===== config.mk =====
export PLATFORM = sky130hd
export DESIGN_NAME = nand_reg_bridge
export DESIGN_NICKNAME = d
export VERILOG_FILES = /design/src/rtl/nand_bridge_pkg.sv /design/src/rtl/nand_rb_sync.sv /design/src/rtl/nand_pin_seq.sv /design/src/rtl/nand_reg_bridge.sv
export SDC_FILE = /design/constraint.sdc
export NUM_CORES = 1
export LEC_CHECK = 0
export ABC_AREA = 1
export BUFFER_PORTS_ARGS = -buffer_cell sky130_fd_sc_hd__clkbuf_2
export CORE_MARGIN = 2
export CORE_UTILIZATION = 40
export DETAILED_ROUTE_END_ITERATION = 6
export HOLD_SLACK_MARGIN = 0.12
export PLACE_DENSITY = 0.75
export SETUP_SLACK_MARGIN = 0.1
export SLEW_MARGIN = 40
export SYNTH_ARGS = -nofsm -noshare
export SYNTH_HDL_FRONTEND = slang
export SYNTH_SLANG_ARGS = --single-unit

===== constraint.sdc =====
create_clock -name clk_i -period 1.4 [get_ports clk_i]
set_input_delay 0.21 -clock clk_i [delete_from_list [all_inputs] [get_ports clk_i]]
set_output_delay 0.21 -clock clk_i [all_outputs]
set_load 0.05 [all_outputs]

===== src/rtl/nand_bridge_pkg.sv =====
package nand_bridge_pkg;
  localparam int unsigned WORD_W   = 32;
  localparam int unsigned BYTE_W   = 8;
  localparam int unsigned CE_BIT   = 31;
  localparam int unsigned OP_LSB   = 28;
  localparam int unsigned OP_W     = 3;
  localparam int unsigned BYTE_LSB = 16;
  localparam int unsigned BUSY_BIT = 15;

  typedef enum logic [OP_W-1:0] {
    OP_CMD    = 3'd0,
    OP_ADDR   = 3'd1,
    OP_ARM_RD = 3'd2,
    OP_WRITE  = 3'd3
  } op_e;

  typedef enum logic [1:0] {XF_CMD, XF_ADDR, XF_DATA, XF_READ} xfer_e;

  typedef enum logic [1:0] {SQ_IDLE, SQ_SETUP, SQ_STROBE, SQ_HOLD} seq_state_e;

  function automatic logic [WORD_W-1:0] pack_rd(input logic [BYTE_W-1:0] b, input logic busy);
    logic [WORD_W-1:0] w;
    w = '0;
    w[BYTE_LSB +: BYTE_W] = b;
    w[BUSY_BIT] = busy;
    return w;
  endfunction
endpackage


===== src/rtl/nand_rb_sync.sv =====
module nand_rb_sync #(
  parameter int unsigned STAGES = 2
) (
  input  logic clk_i,
  input  logic rst_ni,
  input  logic async_i,
  output logic sync_o
);
  logic [STAGES-1:0] sq;

  generate
    if (STAGES == 1) begin : g_one
      always_ff @(posedge clk_i or negedge rst_ni) begin
        if (!rst_ni) sq <= '1;
        else         sq <= async_i;
      end
    end else begin : g_chain
      always_ff @(posedge clk_i or negedge rst_ni) begin
        if (!rst_ni) sq <= '1;
        else         sq <= {sq[STAGES-2:0], async_i};
      end
    end
  endgenerate

  assign sync_o = sq[STAGES-1];
endmodule


===== src/rtl/nand_pin_seq.sv =====
module nand_pin_seq
  import nand_bridge_pkg::*;
#(
  parameter int unsigned WE_LOW_CYC = 3,
  parameter int unsigned RE_LOW_CYC = 3
) (
  input  logic              clk_i,
  input  logic              rst_ni,
  input  logic              start_i,
  input  xfer_e             kind_i,
  input  logic [BYTE_W-1:0] byte_i,
  output logic              done_o,
  output logic              cle_o,
  output logic              ale_o,
  output logic              we_no,
  output logic              re_no,
  output logic [BYTE_W-1:0] dq_o,
  output logic              dq_oe_o
);
  localparam int unsigned MAX_LOW = (WE_LOW_CYC > RE_LOW_CYC) ? WE_LOW_CYC : RE_LOW_CYC;
  localparam int unsigned CNT_W   = $clog2(MAX_LOW + 1);
  localparam logic [CNT_W-1:0] WE_LAST = CNT_W'(WE_LOW_CYC - 1);
  localparam logic [CNT_W-1:0] RE_LAST = CNT_W'(RE_LOW_CYC - 1);

  seq_state_e       state_q;
  logic [CNT_W-1:0] cnt_q;
  logic             is_rd_q;

  always_ff @(posedge clk_i or negedge rst_ni) begin
    if (!rst_ni) begin
      state_q <= SQ_IDLE;
      cnt_q   <= '0;
      is_rd_q <= 1'b0;
      cle_o   <= 1'b0;
      ale_o   <= 1'b0;
      we_no   <= 1'b1;
      re_no   <= 1'b1;
      dq_o    <= '0;
      dq_oe_o <= 1'b0;
    end else begin
      unique case (state_q)
        SQ_IDLE: begin
          if (start_i) begin
            cnt_q <= '0;
            if (kind_i == XF_READ) begin
              is_rd_q <= 1'b1;
              re_no   <= 1'b0;
              state_q <= SQ_STROBE;
            end else begin
              is_rd_q <= 1'b0;
              cle_o   <= (kind_i == XF_CMD);
              ale_o   <= (kind_i == XF_ADDR);
              dq_o    <= byte_i;
              dq_oe_o <= 1'b1;
              state_q <= SQ_SETUP;
            end
          end
        end
        SQ_SETUP: begin
          we_no   <= 1'b0;
          cnt_q   <= '0;
          state_q <= SQ_STROBE;
        end
        SQ_STROBE: begin
          if (is_rd_q) begin
            if (cnt_q == RE_LAST) begin
              re_no   <= 1'b1;
              state_q <= SQ_IDLE;
            end else begin
              cnt_q <= cnt_q + 1'b1;
            end
          end else if (cnt_q == WE_LAST) begin
            we_no   <= 1'b1;
            state_q <= SQ_HOLD;
          end else begin
            cnt_q <= cnt_q + 1'b1;
          end
        end
        SQ_HOLD: begin
          cle_o   <= 1'b0;
          ale_o   <= 1'b0;
          dq_oe_o <= 1'b0;
          state_q <= SQ_IDLE;
        end
        default: state_q <= SQ_IDLE;
      endcase
    end
  end

  // completion: end of write hold, or last read-low clock (bus sampled here)
  assign done_o = (state_q == SQ_HOLD) ||
                  ((state_q == SQ_STROBE) && is_rd_q && (cnt_q == RE_LAST));
endmodule


===== src/rtl/nand_reg_bridge.sv =====
module nand_reg_bridge
  import nand_bridge_pkg::*;
#(
  parameter int unsigned WE_LOW_CYC  = 3,
  parameter int unsigned RE_LOW_CYC  = 3,
  parameter int unsigned SYNC_STAGES = 2
) (
  input  logic              clk_i,
  input  logic              rst_ni,
  input  logic              bus_wr_i,
  input  logic              bus_rd_i,
  input  logic [WORD_W-1:0] bus_wdata_i,
  output logic [WORD_W-1:0] bus_rdata_o,
  output logic              bus_ready_o,
  output logic              nand_ce_no,
  output logic              nand_cle_o,
  output logic              nand_ale_o,
  output logic              nand_we_no,
  output logic              nand_re_no,
  output logic [BYTE_W-1:0] nand_dq_o,
  output logic              nand_dq_oe_o,
  input  logic [BYTE_W-1:0] nand_dq_i,
  input  logic              nand_rb_ni
);
  logic              pend_q, pend_rd_q, ready_q, ce_q, rd_mode_q;
  logic [WORD_W-1:0] rdata_q;
  logic              rb_sync, busy;
  logic              accept, take_wr, take_rd, seq_start, seq_done;
  op_e               wr_op;
  logic [BYTE_W-1:0] wr_byte;
  xfer_e             seq_kind;
  logic              wr_cycle;
  logic              unused_wbits;

  assign unused_wbits = ^{bus_wdata_i[BYTE_LSB-1:0], bus_wdata_i[OP_LSB-1:BYTE_LSB+BYTE_W]};

  nand_rb_sync #(.STAGES(SYNC_STAGES)) u_rb_sync (
    .clk_i  (clk_i),
    .rst_ni (rst_ni),
    .async_i(nand_rb_ni),
    .sync_o (rb_sync)
  );
  assign busy = ~rb_sync;

  assign wr_op   = op_e'(bus_wdata_i[OP_LSB +: OP_W]);
  assign wr_byte = bus_wdata_i[BYTE_LSB +: BYTE_W];
  assign accept  = (bus_wr_i || bus_rd_i) && !pend_q && !ready_q;
  assign take_wr = accept && bus_wr_i;
  assign take_rd = accept && !bus_wr_i;

  always_comb begin
    wr_cycle = 1'b0;
    seq_kind = XF_READ;
    unique case (wr_op)
      OP_CMD:   begin wr_cycle = 1'b1; seq_kind = XF_CMD;  end
      OP_ADDR:  begin wr_cycle = 1'b1; seq_kind = XF_ADDR; end
      OP_WRITE: begin wr_cycle = 1'b1; seq_kind = XF_DATA; end
      default:  ;
    endcase
    if (!take_wr) seq_kind = XF_READ;
  end

  assign seq_start = (take_wr && wr_cycle) || (take_rd && rd_mode_q);

  nand_pin_seq #(.WE_LOW_CYC(WE_LOW_CYC), .RE_LOW_CYC(RE_LOW_CYC)) u_pin_seq (
    .clk_i  (clk_i),
    .rst_ni (rst_ni),
    .start_i(seq_start),
    .kind_i (seq_kind),
    .byte_i (wr_byte),
    .done_o (seq_done),
    .cle_o  (nand_cle_o),
    .ale_o  (nand_ale_o),
    .we_no  (nand_we_no),
    .re_no  (nand_re_no),
    .dq_o   (nand_dq_o),
    .dq_oe_o(nand_dq_oe_o)
  );

  always_ff @(posedge clk_i or negedge rst_ni) begin
    if (!rst_ni) begin
      pend_q    <= 1'b0;
      pend_rd_q <= 1'b0;
      ready_q   <= 1'b0;
      ce_q      <= 1'b0;
      rd_mode_q <= 1'b0;
      rdata_q   <= '0;
    end else begin
      ready_q <= 1'b0;
      if (take_wr) begin
        ce_q <= bus_wdata_i[CE_BIT];
        if (wr_cycle) begin
          rd_mode_q <= 1'b0;
          pend_q    <= 1'b1;
          pend_rd_q <= 1'b0;
        end else begin
          if (wr_op == OP_ARM_RD) rd_mode_q <= 1'b1;
          ready_q <= 1'b1;
          rdata_q <= pack_rd('0, busy);
        end
      end else if (take_rd) begin
        if (rd_mode_q) begin
          pend_q    <= 1'b1;
          pend_rd_q <= 1'b1;
        end else begin
          ready_q <= 1'b1;
          rdata_q <= pack_rd('0, busy);
        end
      end else if (seq_done) begin
        pend_q  <= 1'b0;
        ready_q <= 1'b1;
        rdata_q <= pack_rd(pend_rd_q ? nand_dq_i : '0, busy);
      end
    end
  end

  assign bus_ready_o = ready_q;
  assign bus_rdata_o = rdata_q;
  assign nand_ce_no  = ~ce_q;
endmodule



# [After elaboration in Yosys (flattened, before gate mapping)]
# Index checks and enable logic that the tools add are counted.
[word_totals] register_bits=57 input_bits=45
[op_classes] add_sub_neg=1 n_eq_ne=20 muxes=50 bitwise=3 reduce_logical=37
[ops] op="32-bit 2-to-1 mux" count=5
[ops] op="1-bit 2-to-1 mux" count=28
[ops] op="3-bit AND reduction" count=7
[ops] op="2-bit 2-to-1 mux" count=8
[ops] op="2-bit case mux with 3 select lines" count=2
[ops] op="2-bit nonzero test" count=6
[ops] op="2-bit != test (second input constant)" count=5
[ops] op="1-bit case mux with 2 select lines" count=5
[ops] op="2-bit == test (second input constant)" count=4
[ops] op="1-bit logical AND" count=8
[ops] op="8-bit 2-to-1 mux" count=1
[ops] op="2-bit by 1-bit != test with 1-bit output (second input constant)" count=4
[ops] op="2-bit case mux with 4 select lines" count=1
[ops] op="3-bit by 2-bit == test with 1-bit output (second input constant)" count=2
[ops] op="3-bit != test (second input constant)" count=2
[ops] op="2-bit AND reduction" count=3
[ops] op="3-bit nonzero test" count=2
[ops] op="5-bit AND reduction" count=1
[ops] op="2-bit by 1-bit == test with 1-bit output (second input constant)" count=2
[ops] op="2-bit logical NOT" count=2
[ops] op="3-bit by 1-bit == test with 1-bit output (second input constant)" count=1
[ops] op="1-bit logical NOT" count=3
[ops] op="3-bit logical NOT" count=1
[ops] op="1-bit logical OR" count=3
[ops] op="other kinds (3)" count=5

# [Longest topological paths before layout]
[logic_depth] depth_word=9 mapped_depth=9 depth_no_buf=9

# [Hierarchy]
# From an unflattened synthesis, not the netlist that was laid out.
[unflattened] cells_unflattened=201 hier_area_um2=1709.1
[by_module_without_submodules] mod="nand_reg_bridge" n_inst=1 cells_each=106 area_per_inst_um2=872.1
[by_module_without_submodules] mod="nand_pin_seq" n_inst=1 cells_each=93 area_per_inst_um2=784.5
[by_module_without_submodules] mod="nand_rb_sync" n_inst=1 cells_each=2 area_per_inst_um2=52.6

# [Worst setup path before layout]
# OpenSTA, ideal clock, no wires.
[synth_path] path_kind="register to register" startpoint="register ready_q (netlist: bus_ready_o)" endpoint="register u_pin_seq.ale_o" setup_ns=0.118 arrival_ns=1.373 setup_slack_ns=-0.091 path_stages_with_launch=8 n_path_buf=1 synth_period_minus_slack_ns=1.491 cell_sequence="dfrtp_1 > nor2_4 > nand2_2 > nor2_4 > nand2_4 > buf_2 > nand3_1 > nand2_1"
[synth_via] elab_chain_len=8
[synth_rtl] item="start: declaration" line="nand_reg_bridge.sv:25" text="logic pend_q, pend_rd_q, ready_q, ce_q, rd_mode_q;"
[synth_rtl] item="start signal: assignment" line="nand_reg_bridge.sv:84" text="ready_q <= 1'b0;"
[synth_rtl] item="start signal: assignment" line="nand_reg_bridge.sv:89" text="ready_q <= 1'b0;"
[synth_rtl] item="start signal: assignment" line="nand_reg_bridge.sv:98" text="ready_q <= 1'b1;"
[synth_rtl] item="1-bit logical NOT *" line="nand_reg_bridge.sv:47" text="assign accept = (bus_wr_i || bus_rd_i) && !pend_q && !ready_q;"
[synth_rtl] item="1-bit logical AND *" line="nand_reg_bridge.sv:47"
[synth_rtl] item="1-bit logical AND" line="nand_reg_bridge.sv:48" text="assign take_wr = accept && bus_wr_i;"
[synth_rtl] item="2-bit 2-to-1 mux" line="nand_reg_bridge.sv:60" text="if (!take_wr) seq_kind = XF_READ;"
[synth_rtl] item="2-bit by 1-bit == test with 1-bit output" line="nand_pin_seq.sv:52" text="ale_o <= (kind_i == XF_ADDR);"
[synth_rtl] item="1-bit 2-to-1 mux" line="nand_pin_seq.sv:45" text="if (kind_i == XF_READ) begin"
[synth_rtl] item="1-bit 2-to-1 mux" line="nand_pin_seq.sv:43" text="if (start_i) begin"
[synth_rtl] item="1-bit case mux with 2 select lines" line="nand_pin_seq.sv:41" text="unique case (state_q)"
[synth_rtl] item="end signal: assignment" line="nand_pin_seq.sv:52"
[synth_rtl] item="end: declaration" line="nand_pin_seq.sv:14" text="output logic ale_o,"
# Every way passes the cells marked *; elsewhere a longest branch is shown, timed or not. The select of a mux whose other input is x is not followed.
# A chain may end at the register's enable or synchronous reset.

# [Worst setup path in the final report]
[layout_path] startpoint="register u_pin_seq.state_q[1]" endpoint="register rdata_q[19] (netlist: bus_rdata_o[19])"
[layout_via] elab_chain_len=6
[layout_rtl] item="start: declaration" line="nand_pin_seq.sv:25" text="seq_state_e state_q;"
[layout_rtl] item="start signal: assignment" line="nand_pin_seq.sv:31" text="state_q <= SQ_IDLE;"
[layout_rtl] item="start signal: assignment" line="nand_pin_seq.sv:48" text="state_q <= SQ_STROBE;"
[layout_rtl] item="start signal: assignment" line="nand_pin_seq.sv:55" text="state_q <= SQ_SETUP;"
[layout_rtl] item="2-bit == test" line="nand_pin_seq.sv:92" text="((state_q == SQ_STROBE) && is_rd_q && (cnt_q == RE_LAST));"
[layout_rtl] item="1-bit logical AND (2 in series)" line="nand_pin_seq.sv:92"
[layout_rtl] item="1-bit logical OR *" line="nand_pin_seq.sv:91" text="assign done_o = (state_q == SQ_HOLD) ||"
[layout_rtl] item="3-bit nonzero test (no line) *"
[layout_rtl] item="3-bit AND reduction (no line) *"
[layout_rtl] item="end signal: assignment" line="nand_reg_bridge.sv:99" text="rdata_q <= pack_rd('0, busy);"
[layout_rtl] item="end signal: assignment" line="nand_reg_bridge.sv:107" text="rdata_q <= pack_rd('0, busy);"
[layout_rtl] item="end signal: assignment" line="nand_reg_bridge.sv:112" text="rdata_q <= pack_rd(pend_rd_q ? nand_dq_i : '0, busy);"
[layout_rtl] item="end: declaration" line="nand_reg_bridge.sv:26" text="logic [WORD_W-1:0] rdata_q;"
# Every way passes the cells marked *; elsewhere a longest branch is shown, timed or not.

==> flow_metrics.env <==
export IMPL_critical_path_arrival_ns=1.55
export IMPL_core_sq_um=4290
export IMPL_cts_buffers=5
export IMPL_final_hold_violation_count=0
export IMPL_finalMaxSlewViolations=0
export IMPL_worstPathRequired_ns=1.57
export IMPL_fmax_ghz=0.729
export IMPL_insertion_delay_ns=0.29
export IMPL_num_antenna_cells=0
export IMPL_die_height_um=70.2
export IMPL_power_density_nw_per_um2=2510
export IMPL_min_path_type="input pin to flip-flop"
export IMPL_grt_max_degree=35
export IMPL_grt_usage_pct=16.3
export IMPL_htree_levels=2
export IMPL_yosysUniqueCellTypes=25
export IMPL_max_stage_delay_ns=0.45
export IMPL_crit_fanout=5
export IMPL_rsz0062_at_grt="yes"
export IMPL_dr_pass1_iters=4
export IMPL_path_clk_slew_ns=0.07
export IMPL_numClockSinks=34
export IMPL_finalNonFillerCells=337
export IMPL_r2r_slack_ns=0.03
export IMPL_worstSetupPathType="flip-flop to flip-flop"
export IMPL_critPathLaunchType="flip-flop"
export IMPL_ctsLongestPathBuffers=2
export IMPL_critPathMostFrequentCell="nand3_4"
export IMPL_antenna_found_initial=0
export IMPL_fp_dieW_um=70.2
export IMPL_max_vdd_ir_drop_mv=1.38
export IMPL_row_count=24
export IMPL_ys_ff_latch=34
export IMPL_nets=334
export IMPL_drive_gt1_share_pct=44.9
export IMPL_crit_slowest_cell="dfrtp_2"
export IMPL_p_leak_nw=1.33
export IMPL_first_global_vias=1444
export IMPL_numPortBuffers=48
export IMPL_path_buf_inv=0
export IMPL_finClkSkew_ns=0.00360
export IMPL_ioPinCount=92
export IMPL_wl_mm=4.01
export IMPL_max_cap_viol_count=0
export IMPL_cts_tree="yes"
export IMPL_power_mw=6.31
export IMPL_yosys_warnings=0
export IMPL_finalSetupViolCount=0
export IMPL_grt_pass1_wl_mm=6.31
export IMPL_period_needed_ns=1.37
export IMPL_avgSynthCellArea_sq_um=8.68
export IMPL_placed_cells=309
export IMPL_dieArea_sq_um=4930
export IMPL_final_cell_mix="nand2_1, clkbuf_2, dfrtp_1"
export IMPL_gp_congestion=0.813
export IMPL_finalCritPeriodShare_pct=97.9
export IMPL_vias=1561
export IMPL_wire_per_inst_um=11.9
export IMPL_worstSetupEndpointType="flip-flop"
export IMPL_viasPerCell=4.63
export IMPL_cts_root_buf="clkbuf_8"
export IMPL_area_growth_pct=43.2
export IMPL_hold_worst_slack_ns=0.127
export IMPL_drtAntennaViolNets=0
export IMPL_remaining_drc_errors=0
export IMPL_n_fill_cell=386
export IMPL_synthesis_area_sq_um=1750
export IMPL_synthCells=202
export IMPL_initial_core_util_pct=40.9
export IMPL_path_cells="ha_4 -> nand3_4 -> nand2_4 -> nand2_8 -> nand3_4 -> nor2_4 -> a21oi_2"
export IMPL_crit_family="simple AND/OR/NAND/NOR gates"
export IMPL_status="finished, final reports clean"
export IMPL_first_iter_violations=78
export IMPL_grt_ovfl_total=0
export IMPL_post_dp_hpwl_mm=2.47
export IMPL_ys_seq_area_share_pct=48.8
final timing paths:
kind | startpoint | endpoint | depth (start not counted)
worst max-delay path | u_pin_seq.state_q[1] | bus_rdata_o[19] | 7
worst min-delay path | bus_wdata_i[20] | u_pin_seq.dq_o[4] | 3
worst max register to register | u_pin_seq.state_q[1] | bus_rdata_o[19] | 7
worst min register to register | u_rb_sync.sq[0] | u_rb_sync.sq[1] | 0
max in group asynchronous | rst_ni | u_rb_sync.sq[0] | 3
min in group asynchronous | rst_ni | bus_rdata_o[22] | 3
through the flow:
stage / cell area [sq um] / setup TNS, ns / worst slack, ns / utilization, %
after floorplan: 1880 / 0 / 0.0420 / -
after detailed placement: 2060 / -0.295 / -0.0547 / 48.0
after CTS: 2420 / 0 / 0.0628 / 56.3
final: 2510 / 0 / 0.0292 / 58.5
after global routing: 2510 / -0.120 / -0.0215 / 58.5
after global placement: 2060 / -0.0394 / -0.0149 / 48.0
Yosys cell counts:
library cell / number / area, sq um
a21oi_1: 10 / 50.1
buf_1: 1 / 3.75
nand3_1: 19 / 95.1
nand2_1: 52 / 195
nand2_2: 2 / 12.5
o21ai_0: 6 / 30.0
o21ai_2: 1 / 8.76
nand2_4: 1 / 11.3
a21oi_2: 2 / 17.5
inv_1: 13 / 48.8
nor2_4: 2 / 22.5
nand3_4: 1 / 17.5
inv_2: 3 / 11.3
buf_6: 2 / 22.5
or2_2: 1 / 6.26
nor2_1: 16 / 60.1
dfstp_2: 4 / 105
dfrtp_1: 30 / 751
nand3_2: 1 / 10.0
a31oi_1: 1 / 6.26
ha_1: 5 / 62.6
buf_2: 1 / 5.00
buf_4: 23 / 173
conb_1: 1 / 3.75
nand4_1: 4 / 25.0
registers in the layout (all words and copies together) (netlist names), 2 cells and up:
name               count
u_pin_seq.state_q      2
bus_rdata_o            9
u_pin_seq.dq_o         8
u_pin_seq.cnt_q        2
u_rb_sync.sq           2
tightest hold or removal path, stage by stage:
cell and delay [ns]:
clkbuf_2 0.07, nand2_1 0.04, nand2_1 0.06
metal layers:
| layer | up-vias | global-route usage [%] | wire [um] |
|---|---|---|---|
| met5 | - | 0 | 0 |
| met4 | 0 | 7.05 | 67 |
| met3 | 8 | 3.46 | 253 |
| met2 | 52 | 27.5 | 2020 |
| met1 | 733 | 20.0 | 1670 |
| li1 | 768 | - | - |
kinds of logic after synthesis:
family / share of synthesized area, %
flip-flops: 48.8
adder cells (fa/ha/maj): 3.57
other: 0.214
buffers and inverters: 15.0
AND/OR/NAND/NOR: 26.0
AO/OA/AOI/OAI: 6.42
power by group:
group,leakage [nW],internal (mW),switching [mW]
combinational,0.871,1.20,2.58
sequential,0.409,1.44,0.329
clock,0.0472,0.395,0.365
timing repair:
action	CTS	global route
endpoints found under the hold margin	37	0
gates resized for setup	31	20
setup buffers	8	2
endpoints found under the setup margin	28	30
gates cloned	2	0
pin swaps	14	9
hold buffers	8	0
layout make-up:
class                      instances  area, sq um  share of cell area (%)
multi-input combinational        149          916                    36.5
sequential                        34          858                    34.2
timing repair buffer              78          509                    20.3
clock buffer                       6         82.6                    3.29
inverter                          16         67.6                    2.69
tap                               52         65.1                    2.59
clock inverter                     2         12.5                   0.498
(Power assumes the default switching activity.)
